## src/rtl/mfs_pkg.sv

```systemverilog
package mfs_pkg;

   typedef enum logic [2:0] {
      ST_IDLE,
      ST_ARM,
      ST_HDR,
      ST_TA_RD,
      ST_READ,
      ST_TA_WR,
      ST_WRITE
   } mfs_state_t;

   function automatic int mfs_max(input int a, input int b);
      return (a > b) ? a : b;
   endfunction

endpackage

```

## src/rtl/mfs_op_decode.sv

```systemverilog
module mfs_op_decode #(
   parameter int              OP_W  = 2,
   parameter logic [OP_W-1:0] RD_OP = 2'b10,
   parameter logic [OP_W-1:0] WR_OP = 2'b01
) (
   input  logic [OP_W-1:0] op,
   output logic            is_rd,
   output logic            is_wr
);

   generate
      if (RD_OP == WR_OP) begin : g_bad_codes
         $error("mfs_op_decode: read and write opcodes must differ");
      end
      if (OP_W < 1) begin : g_bad_width
         $error("mfs_op_decode: opcode width must be positive");
      end
   endgenerate

   always_comb begin
      is_rd = (op == RD_OP);
      is_wr = (op == WR_OP);
   end

endmodule

```

## src/rtl/mfs_bit_cnt.sv

```systemverilog
module mfs_bit_cnt #(
   parameter int W = 5
) (
   input  logic         clk,
   input  logic         rst,
   input  logic         load,
   input  logic [W-1:0] load_val,
   input  logic         dec,
   output logic         last
);

   logic [W-1:0] cnt_q;

   always_ff @(posedge clk) begin
      if (rst) begin
         cnt_q <= '0;
      end else if (load) begin
         cnt_q <= load_val;
      end else if (dec && cnt_q != '0) begin
         cnt_q <= cnt_q - 1'b1;
      end
   end

   assign last = (cnt_q == W'(1));

endmodule

```

## src/rtl/mfs_shifter.sv

```systemverilog
module mfs_shifter #(
   parameter int W = 16
) (
   input  logic         clk,
   input  logic         rst,
   input  logic         load,
   input  logic [W-1:0] load_val,
   input  logic         shift,
   input  logic         bit_in,
   output logic [W-1:0] q,
   output logic [W-1:0] q_next_shift
);

   generate
      if (W < 2) begin : g_bad_w
         $error("mfs_shifter: width must be at least 2");
      end
   endgenerate

   logic [W-1:0] q_r;

   assign q_next_shift = {q_r[W-2:0], bit_in};
   assign q            = q_r;

   always_ff @(posedge clk) begin
      if (rst) begin
         q_r <= '0;
      end else if (load) begin
         q_r <= load_val;
      end else if (shift) begin
         q_r <= q_next_shift;
      end
   end

endmodule

```

## src/rtl/mdio_frame_slave.sv

```systemverilog
module mdio_frame_slave
   import mfs_pkg::*;
#(
   parameter int              DATA_W = 16,
   parameter int              REG_AW = 5,
   parameter int              PHY_AW = 5,
   parameter int              OP_W   = 2,
   parameter logic [OP_W-1:0] RD_OP  = 2'b10,
   parameter logic [OP_W-1:0] WR_OP  = 2'b01,
   parameter int              WR_TA  = 2
) (
   input  logic              clk,
   input  logic              rst,
   input  logic              mdio_in,
   output logic              mdio_out,
   output logic              mdio_oe,
   output logic [REG_AW-1:0] reg_addr,
   output logic [DATA_W-1:0] wr_data,
   output logic              wr_stb,
   output logic              rd_stb,
   input  logic [DATA_W-1:0] rd_data
);

   localparam int HDR_W = OP_W + PHY_AW + REG_AW;
   localparam int ACC_W = mfs_max(HDR_W, DATA_W);
   localparam int CNT_W = $clog2(mfs_max(ACC_W, WR_TA) + 1);

   generate
      if (WR_TA < 1) begin : g_bad_ta
         $error("mdio_frame_slave: write turnaround must be at least one bit");
      end
      if (DATA_W < 2 || REG_AW < 1) begin : g_bad_dims
         $error("mdio_frame_slave: data width or address width out of range");
      end
   endgenerate

   mfs_state_t state_q, state_d;

   logic              cnt_load, cnt_dec, cnt_last;
   logic [CNT_W-1:0]  cnt_val;
   logic              sh_load, sh_shift, sh_in;
   logic [ACC_W-1:0]  sh_val, acc_q, acc_next;
   logic [OP_W-1:0]   op_field;
   logic              op_rd, op_wr;
   logic [REG_AW-1:0] addr_q;
   logic              addr_load;
   logic [DATA_W-1:0] wdata_q;
   logic              wstb_q, wstb_d;

   mfs_bit_cnt #(.W(CNT_W)) u_cnt (
      .clk      (clk),
      .rst      (rst),
      .load     (cnt_load),
      .load_val (cnt_val),
      .dec      (cnt_dec),
      .last     (cnt_last)
   );

   mfs_shifter #(.W(ACC_W)) u_sh (
      .clk          (clk),
      .rst          (rst),
      .load         (sh_load),
      .load_val     (sh_val),
      .shift        (sh_shift),
      .bit_in       (sh_in),
      .q            (acc_q),
      .q_next_shift (acc_next)
   );

   assign op_field = acc_next[HDR_W-1 -: OP_W];

   mfs_op_decode #(.OP_W(OP_W), .RD_OP(RD_OP), .WR_OP(WR_OP)) u_dec (
      .op    (op_field),
      .is_rd (op_rd),
      .is_wr (op_wr)
   );

   always_comb begin
      state_d   = state_q;
      cnt_load  = 1'b0;
      cnt_val   = '0;
      cnt_dec   = 1'b0;
      sh_load   = 1'b0;
      sh_val    = '0;
      sh_shift  = 1'b0;
      sh_in     = mdio_in;
      addr_load = 1'b0;
      wstb_d    = 1'b0;
      unique case (state_q)
         ST_IDLE: begin
            if (!mdio_in) state_d = ST_ARM;
         end
         ST_ARM: begin
            if (mdio_in) begin
               state_d  = ST_HDR;
               cnt_load = 1'b1;
               cnt_val  = CNT_W'(HDR_W);
               sh_load  = 1'b1;
            end
         end
         ST_HDR: begin
            sh_shift = 1'b1;
            cnt_dec  = 1'b1;
            if (cnt_last) begin
               if (op_rd) begin
                  state_d   = ST_TA_RD;
                  addr_load = 1'b1;
               end else if (op_wr) begin
                  state_d   = ST_TA_WR;
                  addr_load = 1'b1;
                  cnt_load  = 1'b1;
                  cnt_val   = CNT_W'(WR_TA);
               end else begin
                  state_d = ST_IDLE;
               end
            end
         end
         ST_TA_RD: begin
            state_d  = ST_READ;
            sh_load  = 1'b1;
            sh_val   = ACC_W'(rd_data);
            cnt_load = 1'b1;
            cnt_val  = CNT_W'(DATA_W);
         end
         ST_READ: begin
            sh_shift = 1'b1;
            sh_in    = 1'b0;
            cnt_dec  = 1'b1;
            if (cnt_last) state_d = ST_IDLE;
         end
         ST_TA_WR: begin
            cnt_dec = 1'b1;
            if (cnt_last) begin
               state_d  = ST_WRITE;
               cnt_load = 1'b1;
               cnt_val  = CNT_W'(DATA_W);
            end
         end
         ST_WRITE: begin
            sh_shift = 1'b1;
            cnt_dec  = 1'b1;
            if (cnt_last) begin
               state_d = ST_IDLE;
               wstb_d  = 1'b1;
            end
         end
         default: state_d = ST_IDLE;
      endcase
   end

   always_ff @(posedge clk) begin
      if (rst) begin
         state_q <= ST_IDLE;
         addr_q  <= '0;
         wdata_q <= '0;
         wstb_q  <= 1'b0;
      end else begin
         state_q <= state_d;
         wstb_q  <= wstb_d;
         if (addr_load) addr_q  <= acc_next[REG_AW-1:0];
         if (wstb_d)    wdata_q <= acc_next[DATA_W-1:0];
      end
   end

   assign mdio_oe  = (state_q == ST_TA_RD) || (state_q == ST_READ);
   assign mdio_out = (state_q == ST_READ) ? acc_q[DATA_W-1] : 1'b0;
   assign rd_stb   = (state_q == ST_TA_RD);
   assign wr_stb   = wstb_q;
   assign wr_data  = wdata_q;
   assign reg_addr = addr_q;

endmodule

```

## config.mk

```make
export PLATFORM = sky130hd
export DESIGN_NAME = mdio_frame_slave
export DESIGN_NICKNAME = d
export VERILOG_FILES = /design/src/rtl/mfs_pkg.sv /design/src/rtl/mfs_op_decode.sv /design/src/rtl/mfs_bit_cnt.sv /design/src/rtl/mfs_shifter.sv /design/src/rtl/mdio_frame_slave.sv
export SDC_FILE = /design/constraint.sdc
export NUM_CORES = 1
export LEC_CHECK = 0
export BUFFER_PORTS_ARGS = -buffer_cell sky130_fd_sc_hd__buf_2
export CORE_MARGIN = 3
export CORE_UTILIZATION = 45
export DETAILED_ROUTE_END_ITERATION = 10
export PLACE_DENSITY_LB_ADDON = 0.3
export SLEW_MARGIN = 40
export SYNTH_ARGS = -nofsm -noshare
export SYNTH_HDL_FRONTEND = slang
export SYNTH_SLANG_ARGS = --single-unit
export TNS_END_PERCENT = 20
```

## constraint.sdc

```tcl
create_clock -name clk -period 2.2 [get_ports clk]
set_input_delay 0.44 -clock clk [delete_from_list [all_inputs] [get_ports clk]]
set_output_delay 0.44 -clock clk [all_outputs]
set_load 0.1 [all_outputs]
```

* Yosys cells after proc, flatten, opt, wreduce, memory -nomap -nowiden *
Cells that the tools add are included.

operators by class
  add/sub/neg operators = 1
  equal/unequal tests = 14
  multiplexer cells = 34
  reductions and logical operators = 10

operators with widths
  cell                                              count
  two-way mux 16 bit                                3
  two-way mux 3 bit                                 7
  one-hot mux 5 bit (4 select lines)                1
  one-hot mux 3 bit (6 select lines)                1
  two-way mux 5 bit                                 3
  two-way mux 1 bit                                 13
  == test 3 bit, second input constant              3
  != test 2 bit, second input constant              4
  == test 3 x 2 -> 1 bit, second input constant     2
  two-way mux 2 bit                                 3
  == test 5 x 1 -> 1 bit, second input constant     1
  AND reduction 5 bit                               1
  nonzero test 5 bit                                1
  subtractor 5 x 1 -> 5 bit, second input constant  1
  two-way mux 4 bit                                 1
  one-hot mux 1 bit (4 select lines)                1
  nonzero test 2 bit                                2
  OR reduction 4 bit                                1
  == test 3 x 1 -> 1 bit, second input constant     1
  zero test 3 bit                                   1
  OR reduction 3 bit                                1
  == test 2 x 1 -> 1 bit, second input constant     1
  == test 2 bit, second input constant              1
  != test 2 x 1 -> 1 bit, second input constant     1
  other kinds (4)                                   4

word-level totals
  flip-flop bits (word level) = 46
  input port bits = 19
  output and inout port bits = 25
  logic and storage cells = 65

* Longest topological paths before layout *
Gate-level depths: netlist of the first run.

  word-level depth = 6
  depth in mapped cells = 7
  gate-level depth less buffers = 6

* Modules after synthesis *
Synthesis of the first run repeated with hierarchy kept, for this count alone.

second synthesis, totals
  cell total of the unflattened synthesis = 288
  area, all modules = 2517.4 µm²

modules (own cells, without submodules)
  module            instances  cells each  seq. area each (µm²)  area an instance (µm²)
  mdio_frame_slave  1          159         500.5                 1243.7
  mfs_shifter       1          87          320.3                 925.9
  mfs_bit_cnt       1          40          100.1                 332.8
  mfs_op_decode     1          2           0.0                   15.0

* Worst setup path before layout of the first run *
Ideal clock, no wire load.

  path kind = register to output
  start point = reg state_q[1]
  end point = out mdio_oe
  data arrival time = 2135 ps
  cell stages (with the launch flop) = 4
  buffers on the path = 1
  required time = 1760 ps
  setup slack = -375 ps
  path through = dfxtp_1 buf_2 nand2b_1 o22ai_1

on the way
  cells in the longest elaborated chain, start to end = 2
  elaborated cells between the ends (all ways) = 3
  classes of those cells = 2 x eq/ne; 1 x reduce/logical

ends and longest elaborated chain
  element                                                  RTL line                 RTL
  start, declared                                          mdio_frame_slave.sv:37   mfs_state_t state_q, state_d;
  start signal, assigned                                   mdio_frame_slave.sv:158  state_q <= state_d;
  == test 3 x 2 -> 1 bit or == test 3 bit (tied branches)  mdio_frame_slave.sv:165  assign mdio_oe = (state_q == ST_TA_RD) || (state_q == ST_READ);
  logical OR 1 bit *                                       mdio_frame_slave.sv:165
  end, declared                                            mdio_frame_slave.sv:16   output logic mdio_oe,

Mark *: on every way between the ends. The rest lies on a longest branch, timed or not.

* Final worst setup path of the first run *
Same ends and word-level chain as after synthesis.

==> results.cfg, run 1 <==
[synth]
synthAdderAreaFrac_pct = 2.838
ys_async_sr_fraction_pct = 0
synth-compound-area-share_pct = 24.97
synth_edf_count = 0
synthMuxAreaShare_pct = 2.327
syn_area_per_cell_sq_um = 8.578
synth_top_family_by_area = compound AO/OA/AOI/OAI gates
synthCells = 257
ys_ff_latch = 46
synthSimpleGateAreaFrac_pct = 21.91
yosys_warnings = 0
synth_ff_type = dfxtp_1
ys_seq_area_share_pct = 41.77
synth_xor_area_share_pct = 0.7946
synth_nets = 281
synth_area_sq_mm = 0.002205
yosysUniqueCellTypes = 47

[sta]
setup_viol = 0
min_period_over_period_pct = 91.22
hold_viol_final = 0
relSlewSlack_pct = 66.67
slew_viol_final = 0
max_freq_mhz = 498.3
finalClockSkew_ns = 0.004972
rsz0062_at_grt = false
worst_pin_slew_ns = 0.4999
fin_tns_setup_ns = 0
min_period_ns = 2.007

[route]
detail-route-antenna-nets = 0
drt_pass1_iterations = 4
viasPerCell = 5.406
drc = 0
route.vias.total = 1984
drtIter0Drc = 186
post_drt_wl_per_cell_um = 14.27
wl_mm = 5.237

[cts]
cts_tree = done
clkTransAtPathRegs_ns = 0.08
cts_setup_buffers = 0
cts_buffer_depth = 2
cts_root_buffer = clkbuf_8
insertion_delay_ns = 0.30
numCtsBuffers = 5
cts_sinks = 46
postCtsHoldBufs = 0
cts_max_level = 2
cts-resized-gates = 0

[critical_path]
crit_required_ns = 1.76
reg2reg_slack_ns = 0.39
r2r_start = u_cnt.cnt_q[1]
path_class = reg -> out
end_kind = output port
crit_path_start = state_q[1]
worstPathArrival_ns = 1.57
cp_max_fo = 11
crit_path_start_kind = flop

[final_layout]
layout-drive-gt1-share_pct = 26.49
nFillCells = 396
mostFrequentLayoutCells = dfxtp_1 (46), buf_2 (41), nand2_1 (38)
final_common_cell = dfxtp_1
final_cells = 367
nets = 325
design_area_sq_mm = 0.002638
areaGrowthSynthToFinish_pct = 19.64
final_core_util_pct = 58.17
antennaDiodeCount = 0

[floorplan]
die-width_um = 76.00
chipHeight_um = 76.00
start_util_pct = 48.62
core_sq_mm = 0.004534
ioPinCount = 44
die-area_sq_mm = 0.005775
rows = 24

[placed_design]
place_congestion = 0.8756
dp_hpwl_mm = 3.600
dpl-instance-area_sq_mm = 0.002551
port_buffers = 43
dp_cells = 359

[global_routing]
antenna_found_initial = 0
grt_pass1_wl_mm = 8.859
grt_overflow_total = 0
grt_start_max_net_pins = 31
grt_pass1_vias = 1812
grt_usage_pct = 18.53

[worst_hold_path]
hp-start = wr_data[4]
min_path_type = reg -> reg

[job]
drv_cap = 0

[power_and_ir_drop]
total_leakage_power_nw = 1.029
p_per_area_mw_per_mm2 = 678.6
power_w = 0.001790
ir_worst_vdd_mv = 0.4582

[status]
status = completed
## cell type report
class	instances	area, sq um	area share [%]
Clock inverter	2	13.76	0.5218
Clock buffer	6	72.57	2.751
Inverter	9	33.78	1.281
Tap cell	65	81.33	3.083
Multi-Input combinational cell	185	1175	44.54
Timing Repair Buffer	54	340.3	12.90
Sequential cell	46	920.9	34.91
## cells by family (layout without fill, tap and decap cells)
family | Yosys count | count (layout)
buffers and inverters | 26 | 71
muxes | 5 | 5
and+or+nand+nor | 96 | 96
xor gates and xnor gates | 2 | 2
DFF | 46 | 46
adders and majority gates | 5 | 5
AOI/OAI and AO/OA | 77 | 77
## where the power goes
part	switching [W]	internal [W]	total, W
Combinational	0.000188	0.000141	0.000328
Sequential	0.0000655	0.000886	0.000952
Clock	0.000285	0.000224	0.000510
Total	0.000539	0.00125	0.00179
## through the flow
stage | worst slack, ns | hold WS (ns)
after floorplan | 0.2037 | 0.4450
after global placement | 0.4687 | 0.4354
after detailed placement | 0.4081 | 0.4470
after CTS | 0.1855 | 0.4544
after global routing | 0.1124 | 0.4716
final | 0.1931 | 0.4578
## cell usage after synthesis (2+ instances only)
| cell | n | area, sq um |
|---|---|---|
| dfxtp_1 | 46 | 920.9 |
| a21oi_1 | 14 | 70.07 |
| buf_2 | 5 | 25.02 |
| mux2i_1 | 4 | 40.04 |
| nand3_1 | 4 | 20.02 |
| o211ai_1 | 3 | 22.52 |
| a22oi_1 | 15 | 112.6 |
| o21ai_0 | 5 | 25.02 |
| nor2b_1 | 3 | 18.77 |
| nand2_1 | 38 | 142.6 |
| a21oi_2 | 10 | 87.58 |
| nand2b_1 | 5 | 31.28 |
| a31oi_1 | 3 | 18.77 |
| ha_1 | 5 | 62.56 |
| o22ai_1 | 2 | 12.51 |
| a211oi_1 | 17 | 127.6 |
| nor4_1 | 2 | 12.51 |
| o41ai_1 | 2 | 17.52 |
| inv_1 | 8 | 30.03 |
| nor3_1 | 4 | 20.02 |
| clkbuf_1 | 9 | 33.78 |
| nor2_1 | 27 | 101.4 |
| buf_6 | 2 | 22.52 |
## worst max-delay path, stage by stage (launching register included)
cell and delay [ns]:
dfxtp_1 0.53, inv_2 0.13, o22ai_2 0.17, buf_2 0.44
## layer usage
metal / vias to the layer above / wire length [um] / global-route usage (%)
met4: 0 / 66 / 4.891
met3: 10 / 323 / 3.783
met5: - / 0 / 0
li1: 1009 / - / -
met1: 903 / 2539 / 26.46
met2: 62 / 2307 / 28.55
## flip-flops by register name, indices dropped and copies added, names as in the netlist
name and flops:
reg_addr 5, u_sh.q 16, wr_data 16, u_cnt.cnt_q 5, wr_stb 1, state_q 3
## worst paths after layout
check	endpoint	cells after the start
worst min-delay path	wr_data[4]	2
worst max-delay path	mdio_oe	3
worst max register to register	wr_data[7]	7
worst min register to register	wr_data[4]	2
No activity file was read; power rests on OpenSTA's default activity.
==> run 2: changes to the inputs <==
==> constraint.sdc (replaced) <==
create_clock -name clk -period 1.9 [get_ports clk]
set_input_delay 0.38 -clock clk [delete_from_list [all_inputs] [get_ports clk]]
set_output_delay 0.38 -clock clk [all_outputs]
set_load 0.1 [all_outputs]
==> run 2 against run 1 <==
Net effect:
- sequential share of layout area fell by 1.9 points
- global-route usage rose by 1.0 points
- first-iteration DRC count fell by 8.1%
- combinational power rose by 26%
- power rose by 26%
- clock skew rose by 0.00066 ns
- critical endpoint is now wr_data[11]
- largest power group unchanged
==> results.cfg, run 2 (synthesis results as in run 1) <==
[status]
status = completed

[sta]
min_period_ns = 1.833
max_freq_mhz = 545.6
setup_viol = 0
min_period_over_period_pct = 96.46
layout_setup_ws_ns = 0.06729
finalClockSkew_ns = 0.005628
slew_viol_final = 0
hold_viol_final = 0
relSlewSlack_pct = 60.33
fin_tns_setup_ns = 0
worst_pin_slew_ns = 0.5950

[power_and_ir_drop]
ir_worst_vdd_mv = 0.3996
internal-power_w = 0.001631
clock_power_share_pct = 32.8
p_sw_w = 0.0006279
p_per_area_mw_per_mm2 = 807.6
p_sw_share_pct = 27.79
combinationalPowerShare_pct = 18.2
seq_power_share_pct = 49.0
total_leakage_power_nw = 1.097

[critical_path]
crit_required_ns = 2.13
r2r_start = u_cnt.cnt_q[1]
cp_max_fo = 6
worstPathArrival_ns = 2.07
crit_path_start = u_cnt.cnt_q[1]
path_class = reg -> reg
end_kind = flop
reg2reg_slack_ns = 0.07
crit_path_start_kind = flop

[global_routing]
grt_start_max_net_pins = 29
grt_pass1_wl_mm = 9.384
grt.busiest_layer = met1
grt_pass1_vias = 1894
antenna_found_initial = 0
grt_overflow_total = 0
use_met3_pct = 3.901
grt_usage_pct = 19.53
grt_use_met1_pct = 29.27
use_met2_pct = 27.84

[route]
route.vias.total = 2023
detail-route-antenna-nets = 0
drt_pass1_iterations = 4
post_drt_wl_per_cell_um = 14.71
drc = 0
wl_mm = 5.487
drtIter0Drc = 171
viasPerCell = 5.424

[floorplan]
die-width_um = 76.00
chipHeight_um = 76.00
start_util_pct = 48.62
die-area_sq_mm = 0.005775
rows = 24
ioPinCount = 44
core_sq_mm = 0.004534

[placed_design]
place_congestion = 0.8616
dp_slack_ns = 0.1215
port_buffers = 43
dp_hpwl_mm = 3.778

[job]
drv_cap = 0

[cts]
clkTransAtPathRegs_ns = 0.08
cts_sinks = 46
postCtsHoldBufs = 0
cts_buffer_depth = 2
cts_root_buffer = clkbuf_8
cts_max_level = 2
insertion_delay_ns = 0.30
numCtsBuffers = 5
cts_tree = done

[final_layout]
mostFrequentLayoutCells = dfxtp_1 (43), buf_2 (40), nand2_1 (38)
nets = 332
layout-drive-gt1-share_pct = 29.87
antennaDiodeCount = 0
areaGrowthSynthToFinish_pct = 26.90
final_common_cell = dfxtp_1

[worst_hold_path]
hp-start = mdio_in
min_path_type = in -> reg
[run 2: cell types whose count changed in the layout (fill, tap and decap cells not counted), sizes merged]
cell	previous run	this run
buf	54	60
clkinv	2	0
clkbuf	6	7
bufinv	0	1
[run 2: path summary, 6_finish.rpt]
check	cells past startpoint	endpoint
max reg2reg	8	wr_data[11]
max	8	wr_data[11]
min reg2reg	2	reg_addr[0]
min	3	wr_data[0]
[run 2: metrics by stage]
step / hold slack, ns / instances / area (sq um) / util (%) / power (W)
global route: 0.4309 / 373 / 2798 / 61.70 / 0.002374
detailed placement: 0.4441 / 363 / 2609 / 57.53 / 0.001523
finish: 0.3942 / 373 / 2798 / 61.70 / 0.002259
CTS: 0.3906 / 370 / 2723 / 60.04 / 0.002258
global placement: 0.4379 / 363 / 2609 / 57.53 / 0.001513
floorplan: 0.4450 / 257 / 2211 / - / 0.001401
[run 2: layout make-up]
type / count / area (sq um)
Fill cell: 406 / 1737
Multi-Input combinational cell: 185 / 1187
Sequential cell: 46 / 924.6
Timing Repair Buffer: 61 / 457.9
Clock buffer: 6 / 82.58
Tap cell: 65 / 81.33
Inverter: 9 / 33.78
Clock inverter: 1 / 30.03
[run 2: power groups by stage]
stage / clock, W / sequential, W / combinational, W
after global routing: 0.000791 / 0.00112 / 0.000465
after detailed placement: 0 / 0.00112 / 0.000399
after global placement: 0 / 0.00112 / 0.000391
after floorplan: 0 / 0.00110 / 0.000305
final: 0.000740 / 0.00111 / 0.000412
after CTS: 0.000754 / 0.00110 / 0.000401
[run 2: routing by layer]
metal  part of all wire (%)  routed length [um]
met1                     48                2633
met2                     45                2453
met3                    6.0                 329
met4                    1.3                  71
met5                      0                   0
[run 2: what timing repair did]
| item | 4_1_cts | 5_1_grt |
|---|---|---|
| pin swaps | 0 | 2 |
| gates cloned | 0 | 1 |
| setup endpoints to repair | 1 | 13 |
| gates resized for setup | 1 | 7 |
| setup buffers | 0 | 2 |
[run 2: critical path, cell delays in order, from the launching register on]
cell and delay [ns]:
dfxtp_2 0.35, inv_2 0.09, ha_4 0.14, or4b_4 0.50, nor3_4 0.20, buf_6 0.15
buf_12 0.12, nand2_1 0.07, a21oi_2 0.14
==> run 3: changes to the inputs <==
--- a/config.mk
+++ b/config.mk
@@ -5,6 +5,7 @@
 export SDC_FILE = /design/constraint.sdc
 export NUM_CORES = 1
 export LEC_CHECK = 0
+export ABC_AREA = 1
 export BUFFER_PORTS_ARGS = -buffer_cell sky130_fd_sc_hd__buf_2
 export CORE_MARGIN = 3
 export CORE_UTILIZATION = 45
==> run 3 against run 2 <==
Net effect:
- area after synthesis is 4.7% higher
- clock power about the same
- critical endpoint is now rd_stb
- sequential cell count did not move
==> results.cfg, run 3 <==
[route]
route.vias.total = 2075
wl_mm = 5.086
post_drt_wl_per_cell_um = 11.94
drt_pass1_iterations = 4
drtIter0Drc = 113
detail-route-antenna-nets = 0
viasPerCell = 4.871
drc = 0

[final_layout]
areaGrowthSynthToFinish_pct = 17.41
final_cells = 426
final_common_cell = nor2_1
nets = 382
layout-drive-gt1-share_pct = 23.12
antennaDiodeCount = 0
mostFrequentLayoutCells = nor2_1 (59), nand2_1 (48), dfxtp_1 (44)

[synth]
synth_area_sq_mm = 0.002307
yosys.cell_count.top_type = nor2_1
synth_nets = 339
synth_largest_type_area_fraction_pct = 39.91
yosys_warnings = 0
synthCells = 315
ys_seq_area_share_pct = 39.91
yosysTopAreaCell = dfxtp_1
ys_ff_latch = 46
yosysUniqueCellTypes = 31
syn_area_per_cell_sq_um = 7.324
synth_ff_type = dfxtp_1
netlist_top_cells_area = dfxtp_1 (40%), nor2_1 (9.8%), nand2_1 (7.8%)
yosys-top-cells-count = nor2_1 (60), nand2_1 (48), dfxtp_1 (46)
synth_edf_count = 0
ys_async_sr_fraction_pct = 0

[sta]
min_period_over_period_pct = 94.51
finalClockSkew_ns = 0.009070
hold_viol_final = 0
relSlewSlack_pct = 67.59
max_freq_mhz = 556.9
fin_tns_setup_ns = 0
whs_ns = 0.3983
min_period_ns = 1.796
rsz0062_at_grt = false
worst_pin_slew_ns = 0.4895
slew_viol_final = 0
setup_viol = 0

[global_routing]
grt_usage_pct = 17.78
grt_pass1_vias = 1967
grt_pass1_wl_mm = 8.811
antenna_found_initial = 0
grt_overflow_total = 0
grt_start_max_net_pins = 33

[cts]
numCtsBuffers = 5
cts_tree = done
cts_root_buffer = clkbuf_8
cts_setup_buffers = 0
cts_buffer_depth = 2
insertion_delay_ns = 0.30
clkTransAtPathRegs_ns = 0.09
postCtsHoldBufs = 0
cts_max_level = 2
cts-resized-gates = 2
cts_sinks = 46

[placed_design]
port_buffers = 43
dp_cells = 418
dp_hpwl_mm = 3.770
place_congestion = 0.8554

[floorplan]
ioPinCount = 44
start_util_pct = 47.59
die-width_um = 77.61
chipHeight_um = 77.61
die-area_sq_mm = 0.006023
rows = 25
core_sq_mm = 0.004848

[power_and_ir_drop]
ir_worst_vdd_mv = 0.5640
total_leakage_power_nw = 1.289
p_sw_share_pct = 39.79
clock_power_share_pct = 22.9
seq_power_share_pct = 39.3
combinationalPowerShare_pct = 37.9
internal-power_w = 0.001959
p_per_area_mw_per_mm2 = 1201
p_sw_w = 0.001295

[worst_hold_path]
min_path_type = in -> reg
hold_depth = 5

[job]
drv_cap = 0

[critical_path]
crit_path_start = state_q[1]
crit_path_start_kind = flop
r2r_end = wr_data[13]
path_class = reg -> out
crit_required_ns = 1.52
r2r_start = u_cnt.cnt_q[1]
reg2reg_slack_ns = 0.30
end_kind = output port
worstPathArrival_ns = 1.42
crit_path_end = rd_stb
cp_max_fo = 17
reg2regPathDepth = 7

[status]
status = completed
-- run 3: per-stage QoR --
step	utilization [%]	power [W]	instance area, sq um	worst slack [ns]
2_1_floorplan	-	0.002343	2310	0.03161
3_3_place_gp	53.50	0.002503	2594	0.2648
3_5_place_dp	53.50	0.002524	2594	0.1903
4_1_cts	55.87	0.003277	2709	0.08995
5_1_grt	55.87	0.003505	2709	0.02274
6_report	55.87	0.003254	2709	0.1044
-- run 3: cells by family after synthesis --
logic type	share of synthesized area [%]
adder cells (fa/ha/maj)	2.711
AND/OR/NAND/NOR	28.85
flip-flops	39.91
XOR/XNOR	0.7594
buffers and inverters	10.47
AO/OA/AOI/OAI	17.30
-- run 3: worst max-delay path, cell delays in order (launching register included) --
cell and delay, ns:
dfxtp_2 0.46, nand2_4 0.10, nor2_8 0.10, buf_4 0.24, buf_12 0.21
-- run 3: final cells by class --
class | instances | area, sq um
repair buffers | 50 | 312.8
flip-flops and latches | 46 | 923.4
inverters | 33 | 128.9
well taps | 67 | 83.83
fillers | 468 | 2140
clock inverters | 3 | 43.79
multi-input cells | 222 | 1147
clock buffers | 5 | 68.82
-- run 3: how the worst min path moves through the flow --
| stage | from | end |
|---|---|---|
| floorplan | u_sh.q[14] | wr_data[15] |
| global placement | reg_addr[2] | reg_addr[2] |
| detailed placement | u_sh.q[14] | wr_data[15] |
| CTS | mdio_in | wr_data[0] |
| global route | mdio_in | wr_data[0] |
| finish | rd_data[7] | u_sh.q[7] |
-- run 3: metal layers --
layer  share of wire, %  track usage, %  vias to the layer above
met5                  0               0                        -
met4                1.0           5.694                        0
met3                4.3           3.480                        6
met2                 47           30.14                       37
met1                 48           22.57                      931
li1                   -               -                     1101
-- run 3: power by group through the flow --
stage               clock, W  combinational, W  sequential, W
floorplan                  0           0.00110        0.00124
global placement           0           0.00121        0.00129
detailed placement         0           0.00123        0.00129
CTS                 0.000764           0.00124        0.00128
global route        0.000799           0.00140        0.00130
finish              0.000743           0.00123        0.00128
